### src/rtl/seb_pkg.sv
package seb_pkg;

  typedef enum logic [1:0] {
    ST_IDLE = 2'd0,
    ST_SCAN = 2'd1,
    ST_HDR  = 2'd2,
    ST_DONE = 2'd3
  } seb_state_e;

  localparam int HDR_WORDS = 4;

  // Raw body word: zero top bits, stream id, end flag, byte.
  function automatic logic [15:0] raw_word(input logic [3:0] sid, input logic [8:0] d);
    return {3'b000, sid, d};
  endfunction

  // Header word 0: clear top bit, error flag, word count.
  function automatic logic [15:0] count_word(input logic err, input logic [13:0] cnt);
    return {1'b0, err, cnt};
  endfunction

endpackage

### src/rtl/seb_scan_ctrl.sv
module seb_scan_ctrl
  import seb_pkg::*;
#(
  parameter int NUM_STREAMS = 12,
  parameter int ADDR_W      = 4
) (
  input  logic              clk,
  input  logic              rst_n,
  input  logic              rdo_en,
  input  logic              sample_all,
  input  logic              page_free,
  input  logic              strm_enabled,
  input  logic              strm_valid,
  input  logic              strm_eos,
  output logic [ADDR_W-1:0] stream_addr,
  output logic              rd_req,
  output seb_state_e        state,
  output logic [1:0]        hdr_idx,
  output logic              stored,
  output logic              ev_begin,
  output logic              take,
  output logic              scan_end,
  output logic              evt_start,
  output logic              evt_done
);

  localparam logic [ADDR_W-1:0] LAST = ADDR_W'(NUM_STREAMS - 1);

  logic go, adv, at_last;

  assign go        = (state == ST_IDLE) && rdo_en && (!sample_all || page_free);
  assign ev_begin  = go;
  assign evt_start = go && page_free;
  assign rd_req    = (state == ST_SCAN) && strm_enabled;
  assign take      = rd_req && strm_valid;
  assign adv       = (state == ST_SCAN) && (!strm_enabled || (take && strm_eos));
  assign at_last   = (stream_addr == LAST);
  assign scan_end  = adv && at_last;
  assign evt_done  = (state == ST_DONE) && stored;

  always_ff @(posedge clk or negedge rst_n) begin
    if (!rst_n) begin
      state       <= ST_IDLE;
      stream_addr <= '0;
      stored      <= 1'b0;
      hdr_idx     <= 2'd0;
    end else begin
      unique case (state)
        ST_IDLE: if (go) begin
          state       <= ST_SCAN;
          stream_addr <= '0;
          stored      <= page_free;
        end
        ST_SCAN: if (adv) begin
          if (at_last) begin
            state   <= ST_HDR;
            hdr_idx <= 2'd0;
          end else begin
            stream_addr <= stream_addr + 1'b1;
          end
        end
        ST_HDR: begin
          hdr_idx <= hdr_idx + 2'd1;
          if (hdr_idx == 2'd3) state <= ST_DONE;
        end
        ST_DONE: begin
          state       <= ST_IDLE;
          stream_addr <= '0;
        end
        default: state <= ST_IDLE;
      endcase
    end
  end

  // an idle builder without enable stays idle
  assert_idle_without_enable_R1: assert property (@(posedge clk) disable iff (!rst_n)
    (state == ST_IDLE && !rdo_en) |=> (state == ST_IDLE));

  // a disabled stream is passed in one cycle
  assert_skip_disabled_R2: assert property (@(posedge clk) disable iff (!rst_n)
    (state == ST_SCAN && !strm_enabled && !at_last) |=>
      (stream_addr == ADDR_W'($past(stream_addr) + 1'b1)));

  // with no word available the block keeps waiting on the same stream
  assert_hold_blocked_R3: assert property (@(posedge clk) disable iff (!rst_n)
    (rd_req && !strm_valid) |=> (state == ST_SCAN && $stable(stream_addr)));

  // each readout begins at stream 0
  assert_start_at_zero_R4: assert property (@(posedge clk) disable iff (!rst_n)
    ev_begin |=> (stream_addr == '0 && state == ST_SCAN));

  // no request while waiting for a page in sample-all mode
  assert_sample_all_wait_R9: assert property (@(posedge clk) disable iff (!rst_n)
    (state == ST_IDLE && sample_all && !page_free) |=> !rd_req);

endmodule

### src/rtl/seb_word_track.sv
module seb_word_track
  import seb_pkg::*;
#(
  parameter int PAGE_WORDS = 16384,
  parameter int CNT_W      = 14,
  parameter int POS_W      = $clog2(PAGE_WORDS + 1)
) (
  input  logic             clk,
  input  logic             rst_n,
  input  logic             ev_begin,
  input  logic             take,
  output logic [POS_W-1:0] pos,
  output logic             wr_ok,
  output logic             evt_err,
  output logic             err_final,
  output logic [CNT_W-1:0] word_count
);

  localparam int CNT_MAX = (1 << CNT_W) - 1;

  logic room;

  function automatic logic [CNT_W-1:0] sat_count(input logic [POS_W-1:0] p);
    if (int'(p) > CNT_MAX) return CNT_W'(CNT_MAX);
    return CNT_W'(p);
  endfunction

  assign room       = (int'(pos) < PAGE_WORDS);
  assign wr_ok      = take && room;
  assign err_final  = evt_err || (take && !room);
  assign word_count = sat_count(pos);

  always_ff @(posedge clk or negedge rst_n) begin
    if (!rst_n) begin
      pos     <= POS_W'(HDR_WORDS);
      evt_err <= 1'b0;
    end else if (ev_begin) begin
      pos     <= POS_W'(HDR_WORDS);
      evt_err <= 1'b0;
    end else if (take) begin
      if (room) pos     <= pos + 1'b1;
      else      evt_err <= 1'b1;
    end
  end

  // the write position never passes the page end
  assert_pos_bound_R8: assert property (@(posedge clk) disable iff (!rst_n)
    int'(pos) <= PAGE_WORDS);

  // a dropped word marks the event as erroneous
  assert_drop_flags_R8: assert property (@(posedge clk) disable iff (!rst_n)
    (take && !room && !ev_begin) |=> evt_err);

endmodule

### src/rtl/seb_event_count.sv
module seb_event_count #(
  parameter int EVC_W  = 32,
  parameter int ERRC_W = 16
) (
  input  logic              clk,
  input  logic              rst_n,
  input  logic              scan_end,
  input  logic              err_final,
  output logic [EVC_W-1:0]  ev_cnt,
  output logic [ERRC_W-1:0] err_cnt
);

  always_ff @(posedge clk or negedge rst_n) begin
    if (!rst_n) begin
      ev_cnt  <= '0;
      err_cnt <= '0;
    end else if (scan_end) begin
      ev_cnt <= ev_cnt + 1'b1;
      if (err_final) err_cnt <= err_cnt + 1'b1;
    end
  end

  // each drained event advances the event number by one
  assert_event_step_R7: assert property (@(posedge clk) disable iff (!rst_n)
    scan_end |=> (ev_cnt == $past(ev_cnt) + 1'b1));

  // the error count moves only at the end of an event
  assert_err_hold_R7: assert property (@(posedge clk) disable iff (!rst_n)
    !scan_end |=> $stable(err_cnt));

endmodule

### src/rtl/stream_event_builder.sv
module stream_event_builder
  import seb_pkg::*;
#(
  parameter int NUM_STREAMS = 12,
  parameter int ADDR_W      = 4,
  parameter int PAGE_WORDS  = 16384,
  parameter int CNT_W       = 14,
  localparam int OFS_W      = $clog2(PAGE_WORDS)
) (
  input  logic              clk,
  input  logic              rst_n,
  input  logic              rdo_en,
  input  logic              sample_all,
  input  logic              page_free,
  output logic [ADDR_W-1:0] stream_addr,
  output logic              rd_req,
  input  logic              strm_enabled,
  input  logic              strm_valid,
  input  logic [8:0]        strm_data,
  output logic              out_we,
  output logic [OFS_W-1:0]  out_addr,
  output logic [15:0]       out_data,
  output logic              evt_start,
  output logic              evt_done
);

  localparam int POS_W  = $clog2(PAGE_WORDS + 1);
  localparam int EVC_W  = 32;
  localparam int ERRC_W = 16;

  seb_state_e        state;
  logic [1:0]        hdr_idx;
  logic              stored, ev_begin, take, scan_end;
  logic [POS_W-1:0]  pos;
  logic              wr_ok, evt_err, err_final;
  logic [CNT_W-1:0]  word_count;
  logic [EVC_W-1:0]  ev_cnt;
  logic [ERRC_W-1:0] err_cnt;

  seb_scan_ctrl #(.NUM_STREAMS(NUM_STREAMS), .ADDR_W(ADDR_W)) u_scan (
    .clk(clk), .rst_n(rst_n), .rdo_en(rdo_en), .sample_all(sample_all),
    .page_free(page_free), .strm_enabled(strm_enabled), .strm_valid(strm_valid),
    .strm_eos(strm_data[8]), .stream_addr(stream_addr), .rd_req(rd_req),
    .state(state), .hdr_idx(hdr_idx), .stored(stored), .ev_begin(ev_begin),
    .take(take), .scan_end(scan_end), .evt_start(evt_start), .evt_done(evt_done)
  );

  seb_word_track #(.PAGE_WORDS(PAGE_WORDS), .CNT_W(CNT_W), .POS_W(POS_W)) u_track (
    .clk(clk), .rst_n(rst_n), .ev_begin(ev_begin), .take(take), .pos(pos),
    .wr_ok(wr_ok), .evt_err(evt_err), .err_final(err_final), .word_count(word_count)
  );

  seb_event_count #(.EVC_W(EVC_W), .ERRC_W(ERRC_W)) u_count (
    .clk(clk), .rst_n(rst_n), .scan_end(scan_end), .err_final(err_final),
    .ev_cnt(ev_cnt), .err_cnt(err_cnt)
  );

  always_comb begin
    out_we   = 1'b0;
    out_addr = '0;
    out_data = '0;
    if (state == ST_SCAN) begin
      out_we   = wr_ok && stored;
      out_addr = pos[OFS_W-1:0];
      out_data = raw_word(4'(stream_addr), strm_data);
    end else if (state == ST_HDR) begin
      out_we   = stored;
      out_addr = OFS_W'(hdr_idx);
      unique case (hdr_idx)
        2'd0: out_data = count_word(evt_err, 14'(word_count));
        2'd1: out_data = err_cnt;
        2'd2: out_data = ev_cnt[15:0];
        default: out_data = ev_cnt[31:16];
      endcase
    end
  end

  // body words never land in the header area
  assert_body_offset_R5: assert property (@(posedge clk) disable iff (!rst_n)
    (out_we && state == ST_SCAN) |-> (int'(out_addr) >= HDR_WORDS));

  // an unstored event writes nothing
  assert_unstored_silent_R10: assert property (@(posedge clk) disable iff (!rst_n)
    (state != ST_IDLE && !stored) |-> (!out_we && !evt_done));

  // done follows the last header write directly
  assert_done_after_header_R11: assert property (@(posedge clk) disable iff (!rst_n)
    evt_done |-> ($past(out_we) && $past(out_addr) == OFS_W'(3)));

endmodule

### config.mk
export PLATFORM = sky130hd
export DESIGN_NAME = stream_event_builder
export DESIGN_NICKNAME = d
export VERILOG_FILES = /design/src/rtl/seb_pkg.sv /design/src/rtl/seb_scan_ctrl.sv /design/src/rtl/seb_word_track.sv /design/src/rtl/seb_event_count.sv /design/src/rtl/stream_event_builder.sv
export SDC_FILE = /design/constraint.sdc
export NUM_CORES = 1
export LEC_CHECK = 0
export BUFFER_PORTS_ARGS = -buffer_cell sky130_fd_sc_hd__buf_4
export CORE_ASPECT_RATIO = 1.4
export CORE_MARGIN = 2
export CORE_UTILIZATION = 30
export DETAILED_ROUTE_END_ITERATION = 16
export PLACE_DENSITY = 0.44
export SLEW_MARGIN = 0
export SYNTH_ARGS = -nofsm -noshare
export SYNTH_HDL_FRONTEND = slang
export SYNTH_SLANG_ARGS = --single-unit
### constraint.sdc
create_clock -name clk -period 4.16 [get_ports clk]
set_input_delay 0.624 -clock clk [delete_from_list [all_inputs] [get_ports clk]]
set_output_delay 0.624 -clock clk [all_outputs]
set_load 0.1 [all_outputs]
Word level (Yosys, flattened, before mapping):

Index checks and enable logic that the tools add are counted.

* register bits after elaboration: 73
* latch bits: 0
* RAM bits: 0
* memory bits (read-only): 0
* input bits: 16
* output and inout port bits: 38
* logic and storage cells: 87
* memories: 0

* add/subtract/negate cells: 5
* $mul: 0
* div/mod/pow operators: 0
* order comparisons: 2
* equality and inequality tests: 13
* shifts and indexed selects: 0
* mux-type cells: 28
* bitwise logic cells: 0
* reduce and logical (&&, ||, !) cells: 31

Operators by type and width (number)
* $pmux W16 S3: 1
* $mux W15: 3
* $mux W14: 3
* $add A32 B1 Y32 const B: 1
* $mux W16: 2
* $add A16 B1 Y16 const B: 1
* $add A15 B1 Y15 const B: 1
* $gt A15 B14 Y1 const B: 1
* $lt A15 B15 Y1 const B: 1
* $mux W2: 7
* $logic_and A1 B1 Y1: 12
* $mux W4: 3
* $pmux W4 S3: 1
* $eq A2 B2 Y1 const B: 4
* $ne A2 B1 Y1 const B: 4
* $pmux W2 S4: 1
* $reduce_and A2 Y1: 4
* $reduce_and A4 Y1: 2
* $mux W1: 6
* $reduce_bool A2 Y1: 3
* $add A4 B1 Y4 const B: 1
* $eq A2 B1 Y1 const B: 2
* $eq A4 B4 Y1 const B: 1
* $logic_not A2 Y1: 2
* 7 further kinds: 12

Logic depth before layout (Yosys ltp):

* depth in word-level cells: 8
* mapped depth: 8
* mapped depth without buffers: 6

Modules after synthesis:

Synthesis repeated with hierarchy kept, for this count alone.

* cells, all modules: 414
* area, all modules: 4489.3 µm²

By module, submodules not included
* seb_event_count: times used 1, cells each 186, area an instance 2200.9 µm², sequential area each 1201.2 µm²
* seb_word_track: times used 1, cells each 96, area an instance 909.6 µm², sequential area each 401.6 µm²
* stream_event_builder: times used 1, cells each 61, area an instance 704.4 µm², sequential area each 0.0 µm²
* seb_scan_ctrl: times used 1, cells each 71, area an instance 674.4 µm², sequential area each 225.2 µm²

Worst setup path before layout:

Ideal clock, no wire load.

* path kind: register to output
* start: register u_scan.hdr_idx[0]
* end: output out_data[10]
* arrival time: 3532 ps
* required time: 3536 ps
* setup slack: 4 ps
* stages on the path, launching flop included: 9
* buffers on the path: 2
* cell sequence: dfrtp_1 > inv_1 > ha_1 > clkbuf_1 > clkbuf_1 > a21oi_1 > a21oi_1 > a21oi_1 > o21ai_0

* longest elaborated chain between the ends: 4
* elaborated cells between the ends (all ways): 6
* classes of those cells: 2 x eq/ne; 3 x mux; 1 x reduce/logical

Ends and longest elaborated chain
* from (decl): line seb_scan_ctrl.sv:18 `output logic [1:0] hdr_idx,`
* from (signal assigned): line seb_scan_ctrl.sv:63 `hdr_idx <= hdr_idx + 2'd1;`
* $eq A2 B2 Y1 (tied with other cells): line stream_event_builder.sv:69 `unique case (hdr_idx)`
* $pmux W16 S3 (*): line stream_event_builder.sv:69
* $mux W16 (*): line stream_event_builder.sv:66 `end else if (state == ST_HDR) begin`
* $mux W16 (*): line stream_event_builder.sv:62 `if (state == ST_SCAN) begin`
* to (decl): line stream_event_builder.sv:22 `output logic [15:0] out_data,`

Every way passes the cells marked *; elsewhere a longest branch is shown, timed or not.

Final worst setup path:

* start: register u_scan.state[1]
* end: output out_data[3]

* longest elaborated chain between the ends: 3
* elaborated cells between the ends (all ways): 4
* classes of those cells: 2 x eq/ne; 2 x mux

Ends and longest elaborated chain
* from (decl): line seb_scan_ctrl.sv:17 `output seb_state_e state,`
* from (signal assigned): line seb_scan_ctrl.sv:43 `state <= ST_IDLE;`
* from (signal assigned): line seb_scan_ctrl.sv:50 `state <= ST_SCAN;`
* from (signal assigned): line seb_scan_ctrl.sv:56 `state <= ST_HDR;`
* $eq A2 B2 Y1: line stream_event_builder.sv:66
* $mux W16: line stream_event_builder.sv:66
* $mux W16 (*): line stream_event_builder.sv:62

Marks and branches as above.

==> run metrics <==
DRT antenna net count=0; post-DR vias/cell=5.40; setup_tns=0 ns; leakage=between 2 and 2.5 nW; Synth Flop Type=dfrtp_1; wire per inst=19.6 um; pre-CTS setup slack=roughly 1.2 ns; Yosys reg bits=73; Finished Layout Cells=705; syn nets=slightly below 500; gr usage total=0.182; Post-Syn Instances=469; Final Hold Slack=0.440 ns; hold_buf cts=0; Worst-Margin Slew=0.976 ns; CTS max path bufs=2; post-layout worst setup margin=roughly 1 ns; critical-path cell list=inv_1 > ha_2 > buf_4 > a211oi_1 > a31oi_1 > buf_4; die outline width=107 um; Final Hold Fails=0; Root Driver=clkbuf_16; first-pass GRT wire length=21.7 mm; nets=539; Largest stage delay, worst path=0.63 ns; Sink Count=73; Cell Area, Synth=~4400 um2; maximum vdd drop=around 0.00038 V; Syn Area/Cell=9.41 um2; f_max=0.314 GHz; Placed Cells=689; RSZ-0062 raised after global routing=false; post-DP HPWL=10.2 mm; Final Util=0.364; setup violators final=0; CP Data Arrival Time=~2.6 ns; fin crit period=3.18 ns; vias in the first global route=3804; row count=52; Async SR Flop Fraction=1.00; Post-synth EDFFs=0; Die Y=approximately 150 um; CP required=3.54 ns; CP dominant cell by count=buf_4; Worst-Skew Late Latency=roughly 0.34 ns; fin area=roughly 5300 um2; largest fanout on the critical path=36; Hold Crit Class=in -> async; fraction of layout cells with a size suffix above 1=0.171; Resized Gates After CTS=0; Slew headroom=0.349; crit-path leading delay family=buffers and inverters; IO Count=54; synth unique cells=56; Crit. End Element=output port; Post-DP Area=4960 um2; critical path class=reg -> out; Final Power=2.86 mW; Starting Density=0.306; Slowest cell on crit path=ha_2; routed wire length=13.8 mm; synthesis-to-layout area growth=19.2%; max-slew violation count=0; worst path buffer plus inverter count=3; Final period util=0.765; routability-driven placement congestion ratio=0.850; register area share after synthesis=0.414; Max Cap Viol=0; pwr dens=544 nW/um2; largest net degree at the start of global routing=74; outcome=completed; Port Buf Inserts=53; DRT iter0 DRCs=approximately 300; die area=between 15000 and 20000 um2; most frequent cells in the layout=72 x dfrtp_1, 55 x buf_4, 43 x xnor2_1; GRT overflow=0; core area=14400 um2; clock slew at reported path FFs=0.06 ns; total number of vias=3805; CP startpoint kind=flop; total number of yosys warnings=0; Pre-antenna DRT Iters=5; n_diodes=0; DRC violations left=0; TritonCTS Buffers=9; post-CTS setup buffer count=0; H-tree Lvls=3; commonest non-fill, non-tap cell in the layout=dfrtp_1; CTS tree=yes; Worst Clk Skew=0.00548 ns; initial antenna violation count=0
## registers in the layout (all words and copies together), names as in the netlist
name	count
u_track.pos	15
u_scan.stored	1
u_track.evt_err	1
u_scan.hdr_idx	2
u_count.err_cnt	16
u_scan.state	2
u_count.ev_cnt	32
u_scan.stream_addr	4
## Yosys cell counts (all sizes together), types with 3 or more instances
cell type	instances	area, um2
nor3	6	57.6
xnor2	43	377
clkbuf	14	52.6
nand3	24	120
nand4	32	206
o221ai	3	26.3
and3	15	93.8
dfrtp	72	1800
a22oi	8	60.1
a221oi	5	43.8
inv	10	37.5
xor2	10	87.6
and4	9	80.1
mux2	3	33.8
o21ai	40	200
a21oi	26	130
nand2	36	138
o211ai	3	22.5
a21boi	3	26.3
a21o	6	45.0
ha	12	150
nand2b	3	18.8
nor2	18	67.6
and2	24	150
a211oi	6	45.0
buf	10	55.1
## final cells by class
type                       count  area, um2
clock buffer                  11        243
clock inverter                 5       55.1
fill                        1499       9180
inverter                      10       37.5
multi-input combinational    362       2450
sequential                    73       1830
tap                          189        236
timing repair buffer          55        413
## path summary, 6_finish.rpt
check | start | endpoint | slack [ns] | cells after the start
worst max-delay path | u_scan.state[1]$_DFFE_PN0P_ | out_data[3] | 0.98 | 6
max in group asynchronous | rst_n | u_scan.stream_addr[0]$_DFFE_PN0P_ | 3.08 | 1
worst min-delay path | rst_n | u_track.pos[5]$_DFFE_PN0P_ | 0.44 | 1
worst min register to register | u_count.ev_cnt[31]$_DFFE_PN0P_ | u_count.ev_cnt[31]$_DFFE_PN0P_ | 0.46 | 1
min in group clk | u_count.ev_cnt[31]$_DFFE_PN0P_ | u_count.ev_cnt[31]$_DFFE_PN0P_ | 0.46 | 1
worst max register to register | u_scan.state[1]$_DFFE_PN0P_ | u_track.pos[10]$_DFFE_PN0P_ | 1.22 | 7
## report_power, final
group / total (mW) / leakage (nW) / switching [mW] / internal (mW)
sequential: 0.816 / 1.00 / 0.0598 / 0.756
clock: 0.786 / 0.142 / 0.307 / 0.479
combinational: 1.26 / 1.16 / 0.970 / 0.291
## kinds of logic (layout without fill, tap and decap cells)
| family | Yosys count | after routing | synth area share |
|---|---|---|---|
| DFF | 73 | 73 | 0.414 |
| xor gates and xnor gates | 53 | 53 | 0.105 |
| and+or+nand+nor | 180 | 180 | 0.242 |
| adders and majority gates | 12 | 12 | 0.0340 |
| muxes | 5 | 5 | 0.0122 |
| AOI/OAI and AO/OA | 112 | 112 | 0.160 |
| buffers and inverters | 34 | 81 | 0.0329 |
## per-layer routing
| layer | share of wire | GRT usage | vias to the layer above | routed length (um) |
|---|---|---|---|---|
| li1 | - | - | 1797 | - |
| met1 | 0.43 | 0.230 | 1871 | 5910 |
| met2 | 0.50 | 0.300 | 107 | 6860 |
| met3 | 0.040 | 0.0322 | 30 | 558 |
| met4 | 0.034 | 0.0883 | 0 | 469 |
| met5 | 0 | 0 | - | 0 |
Power figures use the tool's default switching activity.
